==> src/rtl/mac_irq_pkg.sv <==
package mac_irq_pkg;
  localparam int ST_W = 8;
  localparam int B_RUNT   = 0;
  localparam int B_MGMT   = 1;
  localparam int B_PHY    = 2;
  localparam int B_TIMER  = 3;
  localparam int B_BUSERR = 4;
  localparam int B_TX     = 5;
  localparam int B_RX     = 6;
  localparam int B_OTHER  = 7;
  localparam int RX_GATE_N   = 3;
  localparam int RX_GATE_LSB = ST_W;
  localparam int EN_W        = ST_W + RX_GATE_N;

  typedef enum logic [1:0] {
    SEL_STATUS = 2'd0,
    SEL_ENABLE = 2'd1,
    SEL_RUNT   = 2'd2,
    SEL_QID    = 2'd3
  } reg_sel_e;

  function automatic logic irq_of(input logic [ST_W-1:0] st, input logic [ST_W-1:0] en);
    return |(st & en);
  endfunction

  function automatic logic gates_open(input logic [RX_GATE_N-1:0] g);
    return &g;
  endfunction
endpackage

==> src/rtl/mac_irq_runt.sv <==
module mac_irq_runt #(
  parameter int CNT_W = 8
) (
  input  logic             clk,
  input  logic             rst_n,
  input  logic             soft_rst,
  input  logic             inc,
  input  logic             rd_clr,
  output logic [CNT_W-1:0] cnt_q,
  output logic             ovf_evt
);
  localparam logic [CNT_W-1:0] CNT_MAX = '1;

  function automatic logic [CNT_W-1:0] sat_step(input logic [CNT_W-1:0] c);
    return (c == CNT_MAX) ? c : c + 1'b1;
  endfunction

  logic [CNT_W-1:0] base;
  logic [CNT_W-1:0] cnt_d;

  always_comb begin
    base  = rd_clr ? '0 : cnt_q;
    cnt_d = inc ? sat_step(base) : base;
    if (soft_rst) cnt_d = '0;
  end

  // overflow fires only on the 0 -> 1 change of the top bit
  assign ovf_evt = !soft_rst && !base[CNT_W-1] && cnt_d[CNT_W-1];

  always_ff @(posedge clk or negedge rst_n) begin
    if (!rst_n) cnt_q <= '0;
    else        cnt_q <= cnt_d;
  end

  a_r3_saturate: assert property (@(posedge clk) disable iff (!rst_n)
    (cnt_q == CNT_MAX && !rd_clr && !soft_rst) |=> cnt_q == CNT_MAX);
  a_r3_step: assert property (@(posedge clk) disable iff (!rst_n)
    (inc && !rd_clr && !soft_rst && cnt_q != CNT_MAX) |=> cnt_q == $past(cnt_q) + 1'b1);
  a_r3_read_clears: assert property (@(posedge clk) disable iff (!rst_n)
    (rd_clr && !inc && !soft_rst) |=> cnt_q == '0);
  a_r4_ovf_msb: assert property (@(posedge clk) disable iff (!rst_n)
    ovf_evt |=> (cnt_q[CNT_W-1] && !$past(cnt_q[CNT_W-1])) || $past(rd_clr));
endmodule

==> src/rtl/mac_irq_abort.sv <==
module mac_irq_abort #(
  parameter int QID_W = 3
) (
  input  logic             clk,
  input  logic             rst_n,
  input  logic             soft_rst,
  input  logic             abort,
  input  logic [QID_W-1:0] qid_in,
  input  logic             buserr_st,
  input  logic             restart,
  output logic             halt_q,
  output logic [QID_W-1:0] qid_q
);
  logic capture;
  logic release_ok;

  assign capture    = abort && !buserr_st;
  assign release_ok = restart && !buserr_st && !abort;

  always_ff @(posedge clk or negedge rst_n) begin
    if (!rst_n) begin
      halt_q <= 1'b0;
      qid_q  <= '0;
    end else if (soft_rst) begin
      halt_q <= 1'b0;
      qid_q  <= '0;
    end else begin
      if (capture)         qid_q  <= qid_in;
      if (abort)           halt_q <= 1'b1;
      else if (release_ok) halt_q <= 1'b0;
    end
  end

  a_r7_abort_halts: assert property (@(posedge clk) disable iff (!rst_n)
    (abort && !soft_rst) |=> halt_q);
  a_r7_qid_kept: assert property (@(posedge clk) disable iff (!rst_n)
    (buserr_st && !soft_rst) |=> $stable(qid_q));
  a_r8_halt_held: assert property (@(posedge clk) disable iff (!rst_n)
    (halt_q && !soft_rst && !(restart && !buserr_st)) |=> halt_q);
endmodule

==> src/rtl/mac_irq_status.sv <==
module mac_irq_status
  import mac_irq_pkg::*;
(
  input  logic            clk,
  input  logic            rst_n,
  input  logic            soft_rst,
  input  logic [ST_W-1:0] set_vec,
  input  logic [ST_W-1:0] clr_vec,
  input  logic [ST_W-1:0] en,
  output logic [ST_W-1:0] st_q,
  output logic            irq_q
);
  logic [ST_W-1:0] st_d;

  // set has priority over a same-cycle write-one-to-clear
  assign st_d = (st_q & ~clr_vec) | set_vec;

  always_ff @(posedge clk or negedge rst_n) begin
    if (!rst_n) begin
      st_q  <= '0;
      irq_q <= 1'b0;
    end else if (soft_rst) begin
      st_q  <= '0;
      irq_q <= 1'b0;
    end else begin
      st_q  <= st_d;
      irq_q <= irq_of(st_q, en);
    end
  end

  a_r2_set_wins: assert property (@(posedge clk) disable iff (!rst_n)
    (!soft_rst && set_vec != '0) |=> (st_q & $past(set_vec)) == $past(set_vec));
  a_r2_no_spurious_set: assert property (@(posedge clk) disable iff (!rst_n)
    !soft_rst |=> (st_q & ~$past(st_q) & ~$past(set_vec)) == '0);
  a_r9_masked: assert property (@(posedge clk) disable iff (!rst_n)
    (!soft_rst && (st_q & en) == '0) |=> !irq_q);
  a_r9_raised: assert property (@(posedge clk) disable iff (!rst_n)
    (!soft_rst && (st_q & en) != '0) |=> irq_q);
endmodule

==> src/rtl/mac_irq_agg.sv <==
module mac_irq_agg
  import mac_irq_pkg::*;
#(
  parameter int QID_W  = 3,
  parameter int RUNT_W = 8,
  parameter int DATA_W = 32
) (
  input  logic              clk,
  input  logic              rst_n,
  input  logic              soft_rst,
  input  logic              ev_runt_crc,
  input  logic              ev_mgmt_done,
  input  logic              ev_phy_change,
  input  logic              ev_timer_zero,
  input  logic              ev_bus_abort,
  input  logic [QID_W-1:0]  abort_qid,
  input  logic              ev_tx_stat,
  input  logic              ev_rx_stat,
  input  logic              ev_other,
  input  logic              dma_restart,
  input  logic              reg_wr,
  input  logic              reg_rd,
  input  logic [1:0]        reg_sel,
  input  logic [DATA_W-1:0] reg_wdata,
  output logic [DATA_W-1:0] reg_rdata,
  output logic              irq,
  output logic              dma_halt
);
  reg_sel_e sel;
  assign sel = reg_sel_e'(reg_sel);

  logic [EN_W-1:0]   en_q;
  logic [ST_W-1:0]   st_q;
  logic [ST_W-1:0]   set_vec;
  logic [ST_W-1:0]   clr_vec;
  logic [RUNT_W-1:0] runt_cnt;
  logic [QID_W-1:0]  qid_q;
  logic              runt_ovf;
  logic              runt_rd_clr;
  logic              rx_gate_ok;

  logic unused_wdata;
  assign unused_wdata = ^reg_wdata[DATA_W-1:EN_W];

  // named internal events
  assign rx_gate_ok  = gates_open(en_q[RX_GATE_LSB +: RX_GATE_N]);
  assign runt_rd_clr = reg_rd && (sel == SEL_RUNT);
  assign clr_vec     = (reg_wr && sel == SEL_STATUS) ? reg_wdata[ST_W-1:0] : '0;

  always_comb begin
    set_vec           = '0;
    set_vec[B_RUNT]   = runt_ovf;
    set_vec[B_MGMT]   = ev_mgmt_done;
    set_vec[B_PHY]    = ev_phy_change;
    set_vec[B_TIMER]  = ev_timer_zero;
    set_vec[B_BUSERR] = ev_bus_abort;
    set_vec[B_TX]     = ev_tx_stat;
    set_vec[B_RX]     = ev_rx_stat && rx_gate_ok;
    set_vec[B_OTHER]  = ev_other;
  end

  always_ff @(posedge clk or negedge rst_n) begin
    if (!rst_n)                             en_q <= '0;
    else if (soft_rst)                      en_q <= '0;
    else if (reg_wr && sel == SEL_ENABLE)   en_q <= reg_wdata[EN_W-1:0];
  end

  mac_irq_runt #(.CNT_W(RUNT_W)) u_runt (
    .clk(clk), .rst_n(rst_n), .soft_rst(soft_rst),
    .inc(ev_runt_crc), .rd_clr(runt_rd_clr),
    .cnt_q(runt_cnt), .ovf_evt(runt_ovf)
  );

  mac_irq_abort #(.QID_W(QID_W)) u_abort (
    .clk(clk), .rst_n(rst_n), .soft_rst(soft_rst),
    .abort(ev_bus_abort), .qid_in(abort_qid),
    .buserr_st(st_q[B_BUSERR]), .restart(dma_restart),
    .halt_q(dma_halt), .qid_q(qid_q)
  );

  mac_irq_status u_status (
    .clk(clk), .rst_n(rst_n), .soft_rst(soft_rst),
    .set_vec(set_vec), .clr_vec(clr_vec), .en(en_q[ST_W-1:0]),
    .st_q(st_q), .irq_q(irq)
  );

  always_comb begin
    reg_rdata = '0;
    case (sel)
      SEL_STATUS: reg_rdata[ST_W-1:0]   = st_q;
      SEL_ENABLE: reg_rdata[EN_W-1:0]   = en_q;
      SEL_RUNT:   reg_rdata[RUNT_W-1:0] = runt_cnt;
      default:    reg_rdata[QID_W-1:0]  = qid_q;
    endcase
  end

  a_r6_rx_gated: assert property (@(posedge clk) disable iff (!rst_n)
    (!st_q[B_RX] && !(ev_rx_stat && rx_gate_ok)) |=> !st_q[B_RX]);
  a_r1_soft_clear: assert property (@(posedge clk) disable iff (!rst_n)
    soft_rst |=> (st_q == '0 && en_q == '0 && runt_cnt == '0 && !dma_halt && !irq));
endmodule

==> config.mk <==
export PLATFORM = sky130hd
export DESIGN_NAME = mac_irq_agg
export DESIGN_NICKNAME = d
export VERILOG_FILES = /design/src/rtl/mac_irq_pkg.sv /design/src/rtl/mac_irq_runt.sv /design/src/rtl/mac_irq_abort.sv /design/src/rtl/mac_irq_status.sv /design/src/rtl/mac_irq_agg.sv
export SDC_FILE = /design/constraint.sdc
export NUM_CORES = 1
export LEC_CHECK = 0
export BUFFER_PORTS_ARGS = -buffer_cell sky130_fd_sc_hd__buf_2
export CORE_ASPECT_RATIO = 1.2
export CORE_MARGIN = 8
export CORE_UTILIZATION = 44
export CTS_BUF_LIST = sky130_fd_sc_hd__clkbuf_4
export CTS_CLUSTER_SIZE = 14
export DETAILED_ROUTE_END_ITERATION = 8
export GPL_TIMING_DRIVEN = 0
export PLACE_DENSITY = 0.85
export SLEW_MARGIN = 10
export SYNTH_ARGS = -nofsm -noshare
export SYNTH_HDL_FRONTEND = slang
export SYNTH_HIERARCHICAL = 1
export SYNTH_SLANG_ARGS = --single-unit
==> constraint.sdc <==
create_clock -name clk -period 1.8 [get_ports clk]
set_clock_uncertainty 0.15 [all_clocks]
set_input_delay 0.36 -clock clk [delete_from_list [all_inputs] [get_ports clk]]
set_output_delay 0.36 -clock clk [all_outputs]
set_load 0.005 [all_outputs]
==> impl_results.md <==
- # DRC: 0
- Ports: 85
- Combinational share of power: 18.9%
- Clk Latency, worst-skew pair: roughly 0.35 ns
- F_max: 0.527 GHz
- Drt wl/cell: around 15 um
- Slack of the critical path: -0.0959 ns
- MaxCap Viol Count: 0
- Vias in the first global route: around 1800
- Syn_area_per_cell: 9.99 sq um
- TritonCTS buffer count: 5
- CTS tree: built
- H-tree levels: 2
- DR iter-0 viols: 181
- Crit Path Category: reg2out
- Initial Utilization: 45.2%
- Area of the multi-input gates: 1070 sq um
- Pin count of the biggest net entering global routing: 33
- Final count of negative-setup-slack endpoints: 3
- Pwr/cell area: 570 nW/um^2
- Worst hold margin: between 0.06 and 0.07 ns
- Ranking of synthesized cells by area: dfrtp_1, nand2b_1, buf_4, mux2i_1, and2_1
- Die Y: slightly above 90 um
- Layout net count: 337
- Crit path arrival time: 1.39 ns
- Crit path max fanout: 3
- Switch share: 29.2%
- Most frequent cells in the layout: buf_2, buf_4, nand2b_1
- NetSw: 0.430 mW
- Die ar.: 7100 sq um
- RD Place Congestion: 0.842
- Commonest non-fill, non-tap cell in the layout: buf_2
- Layout cells sized above 1: 36.2%
- Max Slew Vio Count: 0
- Worst-Margin Slew: 0.723 ns
- #FFs+latches synth: 32
- Required @ worst endpoint: around 1.3 ns
- Synthesized area: 2050 sq um
- Core area: 4530 sq um
- Via/cell ratio: 5.01
- Area growth syn-to-layout: 26.0%
- Drt total wl: approximately 5.3 mm
- Rows: 27
- Warnings, synthesis: 6
- Post-route clock period utilization: 105%
- Seq pwr share: ~52%
- Grt total ovfl: 0
- Synth top area share: 39.1%
- PortBufs: 42
- Cells after Synth: approximately 200
- Seq/Total Area, Yosys: 39.1%
- Ant. Diodes: 0
- Routed Antenna Nets: 0
- First-pass GRT wire length: 8.42 mm
- Final min period: 1.90 ns
- Outcome: finished with violations
- Register Area: approximately 810 sq um
- Final hold violation count: 0
- Library cells used by synthesis: 39
- Chip width: 78.3 um
- Slew HR: between 50 and 60%
- CTS Buffer Depth: 2
- Pre-antenna DRT Iters: 4
- Clock power share: 28.9%
- RSZ-0062 raised after global routing: true
- Clock sink count: 32
- Hold Crit Class: in2reg
- Synth area leader: dfrtp_1
- Leak: 1.28 nW
- Crit end category: primary output
- Via count: 1729
- P_int: 1.04 mW
- Startpoint types: flip-flop
- VDD IR-drop max: 0.317 mV
- Total Neg Setup Slack: -0.246 ns
- Initial antenna violation count: 0
- Fillers: 433
- Dpl hpwl: 3.80 mm
- Global Route Usage Sum: 14.8%
- Reg clk slew, reported paths: 0.12 ns
- Failing checks: negative setup slack
- Clk root buf: clkbuf_4
cells in the mapped netlist (all sizes together):
cell type	n
a41oi	3
nor2b	2
buf	27
dfrtp	32
nand3	3
conb	1
o2bb2ai	5
inv	11
and3b	1
mux4	3
o32ai	1
nor4	1
a2111oi	1
o21ai	6
nor3	3
and3	4
and4	2
nand2b	33
nand4bb	3
and2	11
mux2i	16
a211o	1
a22oi	4
a32o	1
nor2	3
nor3b	3
nand2	6
a31oi	1
and4b	2
nand4	1
a21oi	11
clkbuf	3
worst max-delay path, stage by stage, from the launching register on:
cell	delay, ns
dfrtp_2	0.44
mux4_2	0.46
buf_2	0.14
cell type report:
cell class	count	share of cell area, %
inverters	11	1.60
multi-input cells	152	41.4
repair buffers	55	12.3
clock inverters	3	0.727
plain buffers	29	8.39
clock buffers	5	1.45
well taps	58	2.81
flip-flops and latches	32	31.3
final timing paths:
kind / from / to / slack (ns) / depth (start not counted)
worst max register to register: u_runt/cnt_q[0]$_DFF_PN0_ / u_status/st_q[0]$_DFF_PN0_ / 0.17 / 6
worst min register to register: u_abort/halt_q$_DFFE_PN0P_ / u_abort/halt_q$_DFFE_PN0P_ / 0.38 / 2
worst min-delay path: ev_timer_zero / u_status/st_q[3]$_DFF_PN0_ / 0.06 / 3
max in group asynchronous: rst_n / u_runt/cnt_q[3]$_DFF_PN0_ / 0.54 / 2
min in group asynchronous: rst_n / en_q[4]$_DFFE_PN0P_ / 0.44 / 2
worst max-delay path: u_runt/cnt_q[0]$_DFF_PN0_ / reg_rdata[0] / -0.1 / 2
power by group through the flow:
stage / sequential [mW] / clock, mW / combinational [mW]
CTS: 0.770 / 0.433 / 0.265
floorplan: 0.778 / 0 / 0.158
finish: 0.768 / 0.425 / 0.279
detailed placement: 0.787 / 0 / 0.249
global placement: 0.785 / 0 / 0.244
global route: 0.770 / 0.465 / 0.309
logic make-up (layout without fill, tap and decap cells):
kind of cell,Yosys count,count (layout),synth area share (%)
flops,32,32,39.1
mux,19,19,11.1
simple gates,78,78,25.4
buf+inv,41,103,12.8
other cells,1,21,0.183
compound gates,34,34,11.4
through the flow:
step	setup slack, ns	area (sq um)	instances	total power [mW]	utilization [%]
after floorplan	0.0285	2130	225	0.936	-
after global placement	-0.179	2410	325	1.03	53.3
after detailed placement	-0.205	2410	325	1.04	53.3
after CTS	-0.109	2530	341	1.47	56.0
after global routing	-0.133	2580	345	1.54	57.0
final	-0.0959	2580	345	1.47	57.0
what timing repair did:
action                                  4_1_cts  5_1_grt
hold endpoints to repair                     32        0
hold buffers                                  1        0
gates resized for setup                       2        5
cloned                                        0        0
pin swaps                                     0        0
endpoints found under the setup margin        4        9
buffers inserted                              7        5
routing by layer:
layer	part of all wire [%]	up-vias	GRT usage (%)
li1	-	838	-
met1	40	821	15.7
met2	54	61	25.5
met3	4.4	9	4.48
met4	1.7	0	7.28
met5	0	-	0
state kept, by name, indices dropped and copies added (netlist names):
name,cells
u_runt/cnt_q,8
en_q,11
u_abort/qid_q,3
u_status/irq_q,1
u_abort/halt_q,1
u_status/st_q,8
Note: power is estimated with default switching activity, not from simulation.
